### src/rtl/vic_pkg.sv
`timescale 1ns/1ps
package vic_pkg;

  // Trigger selection per external pin
  typedef enum logic [1:0] {
    TRIG_LOW  = 2'b00,
    TRIG_FALL = 2'b01,
    TRIG_RISE = 2'b10,
    TRIG_OFF  = 2'b11
  } trig_mode_e;

  // CPU-side handshake state
  typedef enum logic {
    HS_IDLE = 1'b0,
    HS_WAIT = 1'b1
  } hs_state_e;

  // log2 of the vector slot size in bytes
  localparam int SLOT_SHIFT = 2;

endpackage

### src/rtl/vic_ext_trigger.sv
`timescale 1ns/1ps
module vic_ext_trigger
  import vic_pkg::*;
(
  input  logic       clk,
  input  logic       rst,
  input  logic       pin_i,
  input  logic [1:0] mode_i,
  input  logic       ack_i,
  output logic       req_o
);

  logic       meta_q, sync_q, hist_q;
  logic       pend_q;
  logic       evt;
  trig_mode_e mode;

  assign mode = trig_mode_e'(mode_i);

  // Two-flop synchronizer plus one history flop for edge detection.
  // Reset to high so an idle (high) pin produces no spurious edge.
  always_ff @(posedge clk) begin
    if (rst) begin
      meta_q <= 1'b1;
      sync_q <= 1'b1;
      hist_q <= 1'b1;
    end else begin
      meta_q <= pin_i;
      sync_q <= meta_q;
      hist_q <= sync_q;
    end
  end

  always_comb begin
    case (mode)
      TRIG_RISE: evt = sync_q & ~hist_q;
      TRIG_FALL: evt = ~sync_q & hist_q;
      default:   evt = 1'b0;
    endcase
  end

  // Edge pending flag: a new event beats a simultaneous acknowledge
  always_ff @(posedge clk) begin
    if (rst) begin
      pend_q <= 1'b0;
    end else if (mode == TRIG_LOW || mode == TRIG_OFF) begin
      pend_q <= 1'b0;
    end else if (evt) begin
      pend_q <= 1'b1;
    end else if (ack_i) begin
      pend_q <= 1'b0;
    end
  end

  always_comb begin
    case (mode)
      TRIG_LOW:  req_o = ~sync_q;
      TRIG_FALL,
      TRIG_RISE: req_o = pend_q;
      default:   req_o = 1'b0;
    endcase
  end

endmodule

### src/rtl/vic_prio_arb.sv
`timescale 1ns/1ps
module vic_prio_arb #(
  parameter int N     = 7,
  parameter int IDX_W = $clog2(N)
) (
  input  logic [N-1:0]     req_i,
  output logic             any_o,
  output logic [IDX_W-1:0] idx_o
);

  // Scan from the top down so the lowest set index is the last written
  always_comb begin
    any_o = 1'b0;
    idx_o = '0;
    for (int i = N - 1; i >= 0; i--) begin
      if (req_i[i]) begin
        any_o = 1'b1;
        idx_o = IDX_W'(i);
      end
    end
  end

endmodule

### src/rtl/vic_top.sv
`timescale 1ns/1ps
module vic_top
  import vic_pkg::*;
#(
  parameter int N_EXT  = 2,
  parameter int N_INT  = 4,
  parameter int ADDR_W = 16,
  parameter int VEC_W  = $clog2(1 + N_EXT + N_INT)
) (
  input  logic                 clk,
  input  logic                 rst,
  input  logic [N_EXT-1:0]     ext_pin_i,
  input  logic [N_EXT-1:0]     ext_en_i,
  input  logic [2*N_EXT-1:0]   ext_mode_i,
  input  logic [N_INT-1:0]     int_req_i,
  input  logic                 gie_set_i,
  input  logic                 gie_clr_i,
  input  logic                 reti_i,
  input  logic                 base_wr_i,
  input  logic [ADDR_W-1:0]    base_i,
  input  logic                 cpu_done_i,
  output logic                 irq_valid_o,
  output logic [VEC_W-1:0]     irq_num_o,
  output logic [ADDR_W-1:0]    irq_addr_o,
  output logic                 gie_o
);

  localparam int NVEC     = 1 + N_EXT + N_INT;
  localparam int EXT_BASE = 1;
  localparam int INT_BASE = 1 + N_EXT;

  logic [NVEC-1:0]   req_vec;
  logic [N_EXT-1:0]  ext_req;
  logic [N_EXT-1:0]  ext_ack;
  logic              win_any;
  logic [VEC_W-1:0]  win_idx;
  logic              accept;
  logic              rst_pend_q;
  logic              gie_q;
  logic [ADDR_W-1:0] base_q;
  hs_state_e         hs_q;

  // External pin conditioning, one instance per pin
  for (genvar p = 0; p < N_EXT; p++) begin : g_ext
    vic_ext_trigger u_trig (
      .clk    (clk),
      .rst    (rst),
      .pin_i  (ext_pin_i[p]),
      .mode_i (ext_mode_i[2*p +: 2]),
      .ack_i  (ext_ack[p]),
      .req_o  (ext_req[p])
    );
    assign ext_ack[p]            = accept && (win_idx == VEC_W'(EXT_BASE + p));
    assign req_vec[EXT_BASE + p] = gie_q & ext_en_i[p] & ext_req[p];
  end

  for (genvar q = 0; q < N_INT; q++) begin : g_int
    assign req_vec[INT_BASE + q] = gie_q & int_req_i[q];
  end

  assign req_vec[0] = rst_pend_q;

  vic_prio_arb #(
    .N     (NVEC),
    .IDX_W (VEC_W)
  ) u_arb (
    .req_i (req_vec),
    .any_o (win_any),
    .idx_o (win_idx)
  );

  assign accept = (hs_q == HS_IDLE) && win_any;

  // Handshake, vector outputs and reset vector
  always_ff @(posedge clk) begin
    if (rst) begin
      hs_q        <= HS_IDLE;
      rst_pend_q  <= 1'b1;
      irq_valid_o <= 1'b0;
      irq_num_o   <= '0;
      irq_addr_o  <= '0;
    end else if (accept) begin
      hs_q        <= HS_WAIT;
      irq_valid_o <= 1'b1;
      irq_num_o   <= win_idx;
      irq_addr_o  <= base_q + (ADDR_W'(win_idx) << SLOT_SHIFT);
      if (win_idx == '0) rst_pend_q <= 1'b0;
    end else begin
      irq_valid_o <= 1'b0;
      if (hs_q == HS_WAIT && cpu_done_i) hs_q <= HS_IDLE;
    end
  end

  // Global enable: acceptance clears, then clear command, then set
  always_ff @(posedge clk) begin
    if (rst) begin
      gie_q <= 1'b0;
    end else if (accept || gie_clr_i) begin
      gie_q <= 1'b0;
    end else if (gie_set_i || reti_i) begin
      gie_q <= 1'b1;
    end
  end

  // Relocatable vector table base
  always_ff @(posedge clk) begin
    if (rst) begin
      base_q <= '0;
    end else if (base_wr_i) begin
      base_q <= base_i;
    end
  end

  assign gie_o = gie_q;

endmodule

### config.mk
export PLATFORM = sky130hd
export DESIGN_NAME = vic_top
export DESIGN_NICKNAME = d
export VERILOG_FILES = /design/src/rtl/vic_pkg.sv /design/src/rtl/vic_ext_trigger.sv /design/src/rtl/vic_prio_arb.sv /design/src/rtl/vic_top.sv
export SDC_FILE = /design/constraint.sdc
export NUM_CORES = 1
export LEC_CHECK = 0
export ABC_CLOCK_PERIOD_IN_PS = 3500
export BUFFER_PORTS_ARGS = -buffer_cell sky130_fd_sc_hd__buf_2
export CAP_MARGIN = 5
export CELL_PAD_IN_SITES_DETAIL_PLACEMENT = 0
export CELL_PAD_IN_SITES_GLOBAL_PLACEMENT = 2
export CORE_MARGIN = 2
export CORE_UTILIZATION = 32
export DETAILED_ROUTE_END_ITERATION = 8
export GPL_TIMING_DRIVEN = 0
export PLACE_DENSITY = 0.84
export SYNTH_ARGS = -nofsm -noshare
export SYNTH_HDL_FRONTEND = slang
export SYNTH_SLANG_ARGS = --single-unit
### constraint.sdc
create_clock -name clk -period 3.5 [get_ports clk]
set_input_delay 0.875 -clock clk [delete_from_list [all_inputs] [get_ports clk]]
set_output_delay 0.875 -clock clk [all_outputs]
set_load 0.03 [all_outputs]
# Word level (Yosys, flattened, before mapping)
# Cells that the tools add are included.
[word_totals] reg_bits=47 latch_bits=0 mem_bits_rw=0 romBits=0 input_bits=35 out_inout_bits=21 word_cells=86 mem_count=0
[op_classes] addsub=1 n_mul=0 div_mod_pow=0 magnitude_cmp=0 eq_ne=8 shift=0 mux=25 bitwise_logic=17 n_reduce_logical=20
[ops] op="3-bit two-way mux" count=7
[ops] op="16-bit by 5-bit adder with 16-bit output" count=1
[ops] op="1-bit two-way mux" count=14
[ops] op="1-bit AND" count=12
[ops] op="2-bit OR reduction" count=5
[ops] op="2-bit == test (second input constant)" count=4
[ops] op="1-bit case mux with 2 select lines" count=4
[ops] op="2-bit nonzero test" count=3
[ops] op="1-bit inverter" count=5
[ops] op="2-bit by 1-bit == test with 1-bit output (second input constant)" count=2
[ops] op="1-bit logical AND" count=4
[ops] op="2-bit logical NOT" count=2
[ops] op="1-bit logical OR" count=4
[ops] op="3-bit by 1-bit == test with 1-bit output (second input constant)" count=1
[ops] op="3-bit by 2-bit == test with 1-bit output (second input constant)" count=1
[ops] op="3-bit logical NOT" count=1
[ops] op="2-bit AND reduction" count=1

# Longest topological paths before layout
# Gate-level depths: netlist (run 1).
[depth] depth_word=12 ltp_mapped=13

# Modules after synthesis
# Synthesis (run 1) repeated with hierarchy kept, for this count alone.
[unflattened] hier_cells=236 hier_area_um2=2175.8
[modules_own_cells] mod="vic_top" instances=1 cells_each=183 area_each_um2=1699.1
[modules_own_cells] mod="vic_ext_trigger" instances=2 cells_each=21 area_each_um2=205.2
[modules_own_cells] mod="vic_prio_arb" instances=1 cells_each=11 area_each_um2=66.3

# Worst setup path after synthesis (run 1)
# No wires, ideal clock.
[synth_path] path_type="input to register" from="in ext_mode_i[2]" to="reg irq_addr_o[12]" setup_time_ps=140 arrival_ps=3063 t_required_ps=3360 path_slack_ps=297 path_stages=13 cell_sequence="inv_1 > ha_1 > nand2_1 > a211oi_1 > o21ai_0 > and2_1 > ha_1 > fa_1 > a21o_1 > nor2b_1 > nand4_1 > xor2_1 > a211oi_2"
[synth_between] elab_chain_cells=8
[synth_lines] element="start, declared" line="vic_top.sv:14" rtl="input logic [2*N_EXT-1:0] ext_mode_i,"
[synth_lines] element="2-bit by 1-bit == test with 1-bit output or 2-bit == test (tied branches)" line="vic_ext_trigger.sv:56" rtl="case (mode)"
[synth_lines] element="2-bit OR reduction" line="vic_ext_trigger.sv:56"
[synth_lines] element="1-bit case mux with 2 select lines *" line="vic_ext_trigger.sv:56"
[synth_lines] element="1-bit AND *" line="vic_top.sv:54" rtl="assign req_vec[EXT_BASE + p] = gie_q & ext_en_i[p] & ext_req[p];"
[synth_lines] element="3-bit two-way mux * (3 in series)" line="vic_prio_arb.sv:16" rtl="if (req_i[i]) begin"
[synth_lines] element="net u_arb.idx_o[0]" line="vic_prio_arb.sv:8" rtl="output logic [IDX_W-1:0] idx_o"
[synth_lines] element="16-bit by 5-bit adder with 16-bit output *" line="vic_top.sv:86" rtl="irq_addr_o <= base_q + (ADDR_W'(win_idx) << SLOT_SHIFT);"
[synth_lines] element="end signal, assigned" line="vic_top.sv:86"
[synth_lines] element="end, declared" line="vic_top.sv:24" rtl="output logic [ADDR_W-1:0] irq_addr_o,"
# Mark *: on every way through the listed nets, which the timed path passes. The rest lies on a longest branch.
# A chain may end at the register's enable or synchronous reset.

# Worst setup path in the final report (run 1)
[layout_path] from="in ext_mode_i[0]" to="reg irq_addr_o[15]"
[layout_between] elab_chain_cells=7
[layout_lines] element="2-bit by 1-bit == test with 1-bit output or 2-bit == test (tied branches)" line="vic_ext_trigger.sv:56"
[layout_lines] element="2-bit OR reduction" line="vic_ext_trigger.sv:56"
[layout_lines] element="1-bit case mux with 2 select lines *" line="vic_ext_trigger.sv:56"
[layout_lines] element="1-bit AND *" line="vic_top.sv:54"
[layout_lines] element="3-bit two-way mux * (2 in series)" line="vic_prio_arb.sv:16"
[layout_lines] element="net u_arb.idx_o[2]" line="vic_prio_arb.sv:8"
[layout_lines] element="16-bit by 5-bit adder with 16-bit output *" line="vic_top.sv:86"
# Marks and branches as above.

==> results.yml, run 1 <==
setup_path:
  endpoint_kind: "flop"
  start_kind: "input pin"
  arrival_ns: 3.47
  timing.rr.start: "gie_o$_SDFFE_PP0P_"
  cp_data_required_time_ns: 3.72
  startpoint: "ext_mode_i[0]"
  timing.setup.critical_path_class: "input pin to flop"
  crit_fanout: 4
pwr:
  power.total_uw: 1120
  p_leak_uw: 0.00119
  power_density_nw_per_um2: 423
  ir_worst_vdd_uv: 244
layout:
  instances_no_fill: 364
  final_area_um2: 2660
  final_cell_mix: "55 x buf_2, 47 x dfxtp_1, 35 x nor2_1, 22 x mux2i_1, 13 x a211oi_2"
  nets: 332
  drive_gt1_share_pct: 29.9
  area_growth_syn_to_layout_pct: 20.5
  final_common_cell: "buf_2"
  num_antenna_cells: 0
  n_fill_cell: 696
floorplanning:
  die_w_um: 87.1
  die_h_um: 87.1
  initial_core_util_pct: 32.8
  rows: 30
  die-area_um2: 7580
  fp.coreArea_um2: 6720
  io-pin-count: 56
grt:
  antenna_found_initial: 0
  grt_overflow: 0
  grt_pass1_wl_mm: 7.87
  first_global_vias: 1651
  track_usage_pct: 13.5
  grt_start_max_net_pins: 13
timing:
  fin_crit_sh_pct: 92.8
  fin_crit_ns: 3.25
  slew_headroom_pct: 57.3
  rsz0062_at_grt: "false"
  tightest_slew_ns: 0.641
  final.setup_skew_ns: 0.00498
  slew_violations: 0
  final-setup-viol-count: 0
  hold_violations: 0
  fmax_mhz: 308
route:
  routed_wl_mm: 4.89
  drtIter0Drc: 77
  route.vias.total: 1728
  postRouteAntennaNets: 0
  via_per_inst: 4.75
  firstDrtPassIters: 4
  drc: 0
  wl_per_cell_um: 13.4
clocking:
  ctsRootBufferMaster: "clkbuf_8"
  cts.clk_slew.worst_paths_ns: 0.08
  clockBufferDepth: 2
  cts-resized-gates: 0
  cts_sinks: 47
  cts_tree: "done"
  cts_htree_levels: 2
  cts_made_buffers: 5
  worstSkewPairLatency_ns: 0.29
  cts_setup_buffers: 0
  hold_buffers: 0
placement:
  placed_cells_incl_taps: 358
  placed_area_um2: 2580
  portBuffers: 54
  hpwl_mm: 3.67
  gp_congestion: 0.788
synthesis:
  synth_cells: 224
  yosys.cell_types.count: 39
  synth_fp_nets: 271
  yosys_warnings: 0
  ys_ff_latch: 47
  synth.avg_cell_area_um2: 9.85
  ys_seq_area_share_pct: 42.6
  syn_area_um2: 2210
flow_run:
  drv_cap: 0
outcome:
  status: "finished, final reports clean"
min_path:
  hp-start: "g_ext[1].u_trig.meta_q$_SDFF_PP1_"
  worst_hold_path_type: "flop to flop"
==> Yosys cell counts, drive strengths merged <==
master / number / area, um^2
mux2i: 22 / 220
nor4: 1 / 6.26
a31oi: 2 / 12.5
or2: 6 / 37.5
o31ai: 1 / 7.51
nand2: 9 / 33.8
nand3b: 3 / 22.5
nand3: 4 / 20.0
fa: 1 / 20.0
a41oi: 1 / 27.5
xor2: 9 / 78.8
and4: 1 / 8.76
nor2b: 4 / 25.0
o21ai: 6 / 33.8
a211oi: 14 / 160
dfxtp: 47 / 941
nor2: 35 / 131
nor3b: 1 / 7.51
and2: 1 / 6.26
a21oi: 5 / 25.0
or3: 1 / 6.26
ha: 11 / 138
nand2b: 3 / 18.8
inv: 8 / 30.0
clkbuf: 5 / 18.8
nor3: 2 / 10.0
a21o: 2 / 15.0
and3: 2 / 12.5
nand4: 4 / 25.0
xnor2: 3 / 26.3
buf: 6 / 46.3
a311oi: 1 / 8.76
a211o: 2 / 17.5
a2111oi: 1 / 8.76
==> cell type report <==
| class | count | area (um^2) | share of cell area [%] |
|---|---|---|---|
| inverter | 8 | 30.0 | 1.13 |
| sequential | 47 | 941 | 35.4 |
| multi-input combinational | 158 | 1180 | 44.4 |
| clock buffer | 6 | 72.6 | 2.73 |
| buffer | 11 | 65.1 | 2.45 |
| timing repair buffer | 54 | 270 | 10.2 |
| tap | 80 | 100 | 3.76 |
==> critical path: stages <==
cell and delay [ns]:
buf_2 0.11, inv_1 0.06, ha_1 0.29, nand2_1 0.07
a211oi_1 0.38, a2111oi_0 0.15, and3_1 0.23, ha_1 0.34
a21oi_1 0.10, a21oi_1 0.34, nand4_1 0.16, xor2_1 0.18
a211oi_2 0.20
==> state kept, by name, summed over array words and instances, names as in the netlist <==
signal / flops
irq_valid_o: 1
g_ext.u_trig.sync_q: 2
irq_num_o: 3
g_ext.u_trig.meta_q: 2
g_ext.u_trig.pend_q: 2
hs_q: 1
irq_addr_o: 16
rst_pend_q: 1
base_q: 16
g_ext.u_trig.hist_q: 2
gie_o: 1
==> final timing paths <==
path | endpoint | slack (ns) | depth (start not counted)
worst max-delay path | irq_addr_o[15]$_SDFFE_PP0P_ | 0.25 | 13
worst min-delay path | g_ext[1].u_trig.sync_q$_SDFF_PP1_ | 0.42 | 1
worst max register to register | irq_addr_o[12]$_SDFFE_PP0P_ | 0.80 | 12
worst min register to register | g_ext[1].u_trig.sync_q$_SDFF_PP1_ | 0.42 | 1
==> power by group <==
group / leakage (uW) / switching [uW] / total (uW) / internal, uW
logic: 0.000771 / 136 / 226 / 89.8
clock network: 0.0000371 / 168 / 302 / 134
registers: 0.000387 / 26.5 / 597 / 571
==> routing by layer <==
metal	GRT usage (%)	routed length, um	vias to the layer above
met5	0	0	-
met4	3.41	38	0
met3	4.08	248	2
met2	21.4	2150	39
met1	17.9	2460	793
li1	-	-	894
==> kinds of logic after synthesis <==
group                    share of synthesized area [%]
buffers and inverters                             4.31
multiplexers                                      9.98
AO/OA/AOI/OAI                                     14.3
AND/OR/NAND/NOR                                   16.8
adder cells (fa/ha/maj)                           7.14
XOR/XNOR                                          4.76
flip-flops                                        42.6
==> per-stage QoR <==
step | hold slack (ns) | TNS, ns | setup WS, ns | utilization (%)
3_5_place_dp | 0.398 | -0.817 | -0.178 | 38.4
2_1_floorplan | 0.389 | 0 | 0.297 | -
6_report | 0.418 | 0 | 0.251 | 39.6
5_1_grt | 0.430 | 0 | 0.0141 | 39.6
4_1_cts | 0.421 | 0 | 0.115 | 39.4
3_3_place_gp | 0.392 | -1.01 | -0.228 | 38.4
Note: power is estimated with default switching activity, not from simulation.
==> run 2: changes to the inputs <==
--- a/config.mk
+++ b/config.mk
@@ -8,7 +8,7 @@
 export ABC_CLOCK_PERIOD_IN_PS = 3500
 export BUFFER_PORTS_ARGS = -buffer_cell sky130_fd_sc_hd__buf_2
 export CAP_MARGIN = 5
-export CELL_PAD_IN_SITES_DETAIL_PLACEMENT = 0
+export CELL_PAD_IN_SITES_DETAIL_PLACEMENT = 2
 export CELL_PAD_IN_SITES_GLOBAL_PLACEMENT = 2
 export CORE_MARGIN = 2
 export CORE_UTILIZATION = 32
==> results.yml, run 2 (synthesis results as in run 1) <==
timing:
  tightest_slew_ns: 0.659
  tns_ns: 0
  hold_slack_ns: 0.422
  final.setup_skew_ns: 0.00939
  final-setup-viol-count: 0
  fin_crit_ns: 3.33
  hold_violations: 0
  slew_violations: 0
  slew_headroom_pct: 56.1
  fmax_mhz: 300
  fin_crit_sh_pct: 95.2
route:
  postRouteAntennaNets: 0
  wl_per_cell_um: 16.6
  routed_wl_mm: 6.06
  route.vias.total: 1806
  drc: 0
  firstDrtPassIters: 2
  via_per_inst: 4.95
  drtIter0Drc: 39
clocking:
  cts_tree: "done"
  ctsRootBufferMaster: "clkbuf_8"
  cts-resized-gates: 2
  clockBufferDepth: 2
  worstSkewPairLatency_ns: 0.30
  cts.clk_slew.worst_paths_ns: 0.08
  cts_setup_buffers: 0
  cts_made_buffers: 5
  hold_buffers: 0
  cts_htree_levels: 2
  cts_sinks: 47
grt:
  grtUsageMet2_pct: 29.8
  grt_pass1_wl_mm: 9.60
  antenna_found_initial: 0
  met3_usage_pct: 3.03
  first_global_vias: 1956
  grt_overflow: 0
  track_usage_pct: 16.5
  grt_start_max_net_pins: 14
  grt_use_met1_pct: 19.9
  grt_most_used_layer: "met2"
setup_path:
  cp_data_required_time_ns: 3.71
  slowest_delay_ns: 0.49
  cp_top_family: "compound AO/OA/AOI/OAI gates"
  timing.setup.critical_path_class: "input pin to flop"
  crit_fanout: 4
  cp_num_buf_inv: 2
  start_kind: "input pin"
  worstPathCellList: "buf_2 > inv_1 > ha_1 > nand2_1 > a211oi_2 > a2111oi_1 > and3_1 > ha_1 > a21oi_1 > nand2_1 > and3_1 > xnor2_1 > a211oi_2"
  endpoint_kind: "flop"
  slowest_stage: "a2111oi_1"
  arrival_ns: 3.55
floorplanning:
  rows: 30
  die_w_um: 87.1
  die_h_um: 87.1
  die-area_um2: 7580
  io-pin-count: 56
  initial_core_util_pct: 32.8
  fp.coreArea_um2: 6720
placement:
  placed_cells_incl_taps: 358
  hpwl_mm: 4.69
  gp_congestion: 0.788
  portBuffers: 54
layout:
  instances_no_fill: 365
  final_common_cell: "buf_2"
  drive_gt1_share_pct: 31.6
  area_growth_syn_to_layout_pct: 22.6
  num_antenna_cells: 0
  nets: 332
  reg_top3: "base_q (16), irq_addr_o (16), irq_num_o (3)"
  final_cell_mix: "55 x buf_2, 47 x dfxtp_1, 35 x nor2_1, 22 x mux2i_1, 14 x a211oi_2"
  n_fill_cell: 775
pwr:
  power_density_nw_per_um2: 450
  p_leak_uw: 0.00121
  ir_worst_vdd_uv: 210
min_path:
  worst_hold_path_type: "flop to flop"
outcome:
  status: "finished, final reports clean"
flow_run:
  drv_cap: 0
run 2: cell type report:
type                            instances  area (um^2)  area share (%)
Multi-Input combinational cell        158         1200            44.2
Sequential cell                        47          941            34.8
Timing Repair Buffer                   54          270            9.99
Tap cell                               80          100            3.70
Clock buffer                            6         72.6            2.68
Buffer                                 11         65.1            2.40
Clock inverter                          1         30.0            1.11
Inverter                                8         30.0            1.11
run 2: per-layer routing:
metal / share of wire [%] / vias up
li1: - / 893
met1: 44 / 868
met2: 52 / 39
met3: 3.4 / 6
met4: 1.2 / 0
met5: 0 / -
run 2: worst paths after layout:
| kind | from | end | slack, ns | cells after the start |
|---|---|---|---|---|
| worst min-delay path | g_ext[1].u_trig.meta_q$_SDFF_PP1_ | g_ext[1].u_trig.sync_q$_SDFF_PP1_ | 0.42 | 1 |
| worst max-delay path | ext_mode_i[0] | irq_addr_o[7]$_SDFFE_PP0P_ | 0.17 | 13 |
| worst min register to register | g_ext[1].u_trig.meta_q$_SDFF_PP1_ | g_ext[1].u_trig.sync_q$_SDFF_PP1_ | 0.42 | 1 |
| worst max register to register | gie_o$_SDFFE_PP0P_ | irq_addr_o[10]$_SDFFE_PP0P_ | 0.70 | 12 |
run 2: power by group:
| group | total (uW) | switching (uW) | internal [uW] |
|---|---|---|---|
| sequential | 599 | 28.4 | 571 |
| combinational | 233 | 142 | 90.5 |
| clock | 387 | 178 | 210 |
run 2: per-stage QoR:
stage	instance area, um^2	setup slack, ns	total power, uW	util [%]
floorplan	2210	0.297	764	-
global route	2710	-0.00216	1290	40.3
global placement	2580	-0.228	834	38.4
finish	2710	0.167	1220	40.3
CTS	2690	0.0509	1240	40.0
detailed placement	2580	-0.308	846	38.4
run 2: worst reg2reg max path, stage by stage, from the launching register on:
cell and delay (ns):
dfxtp_1 0.34, buf_4 0.16, nand2_1 0.09, a211oi_2 0.28, o21ai_2 0.12, and2_1 0.18
ha_1 0.21, fa_1 0.42, a21o_1 0.23, nor2b_2 0.18, nand2_1 0.09, xor2_1 0.24
a211oi_2 0.10
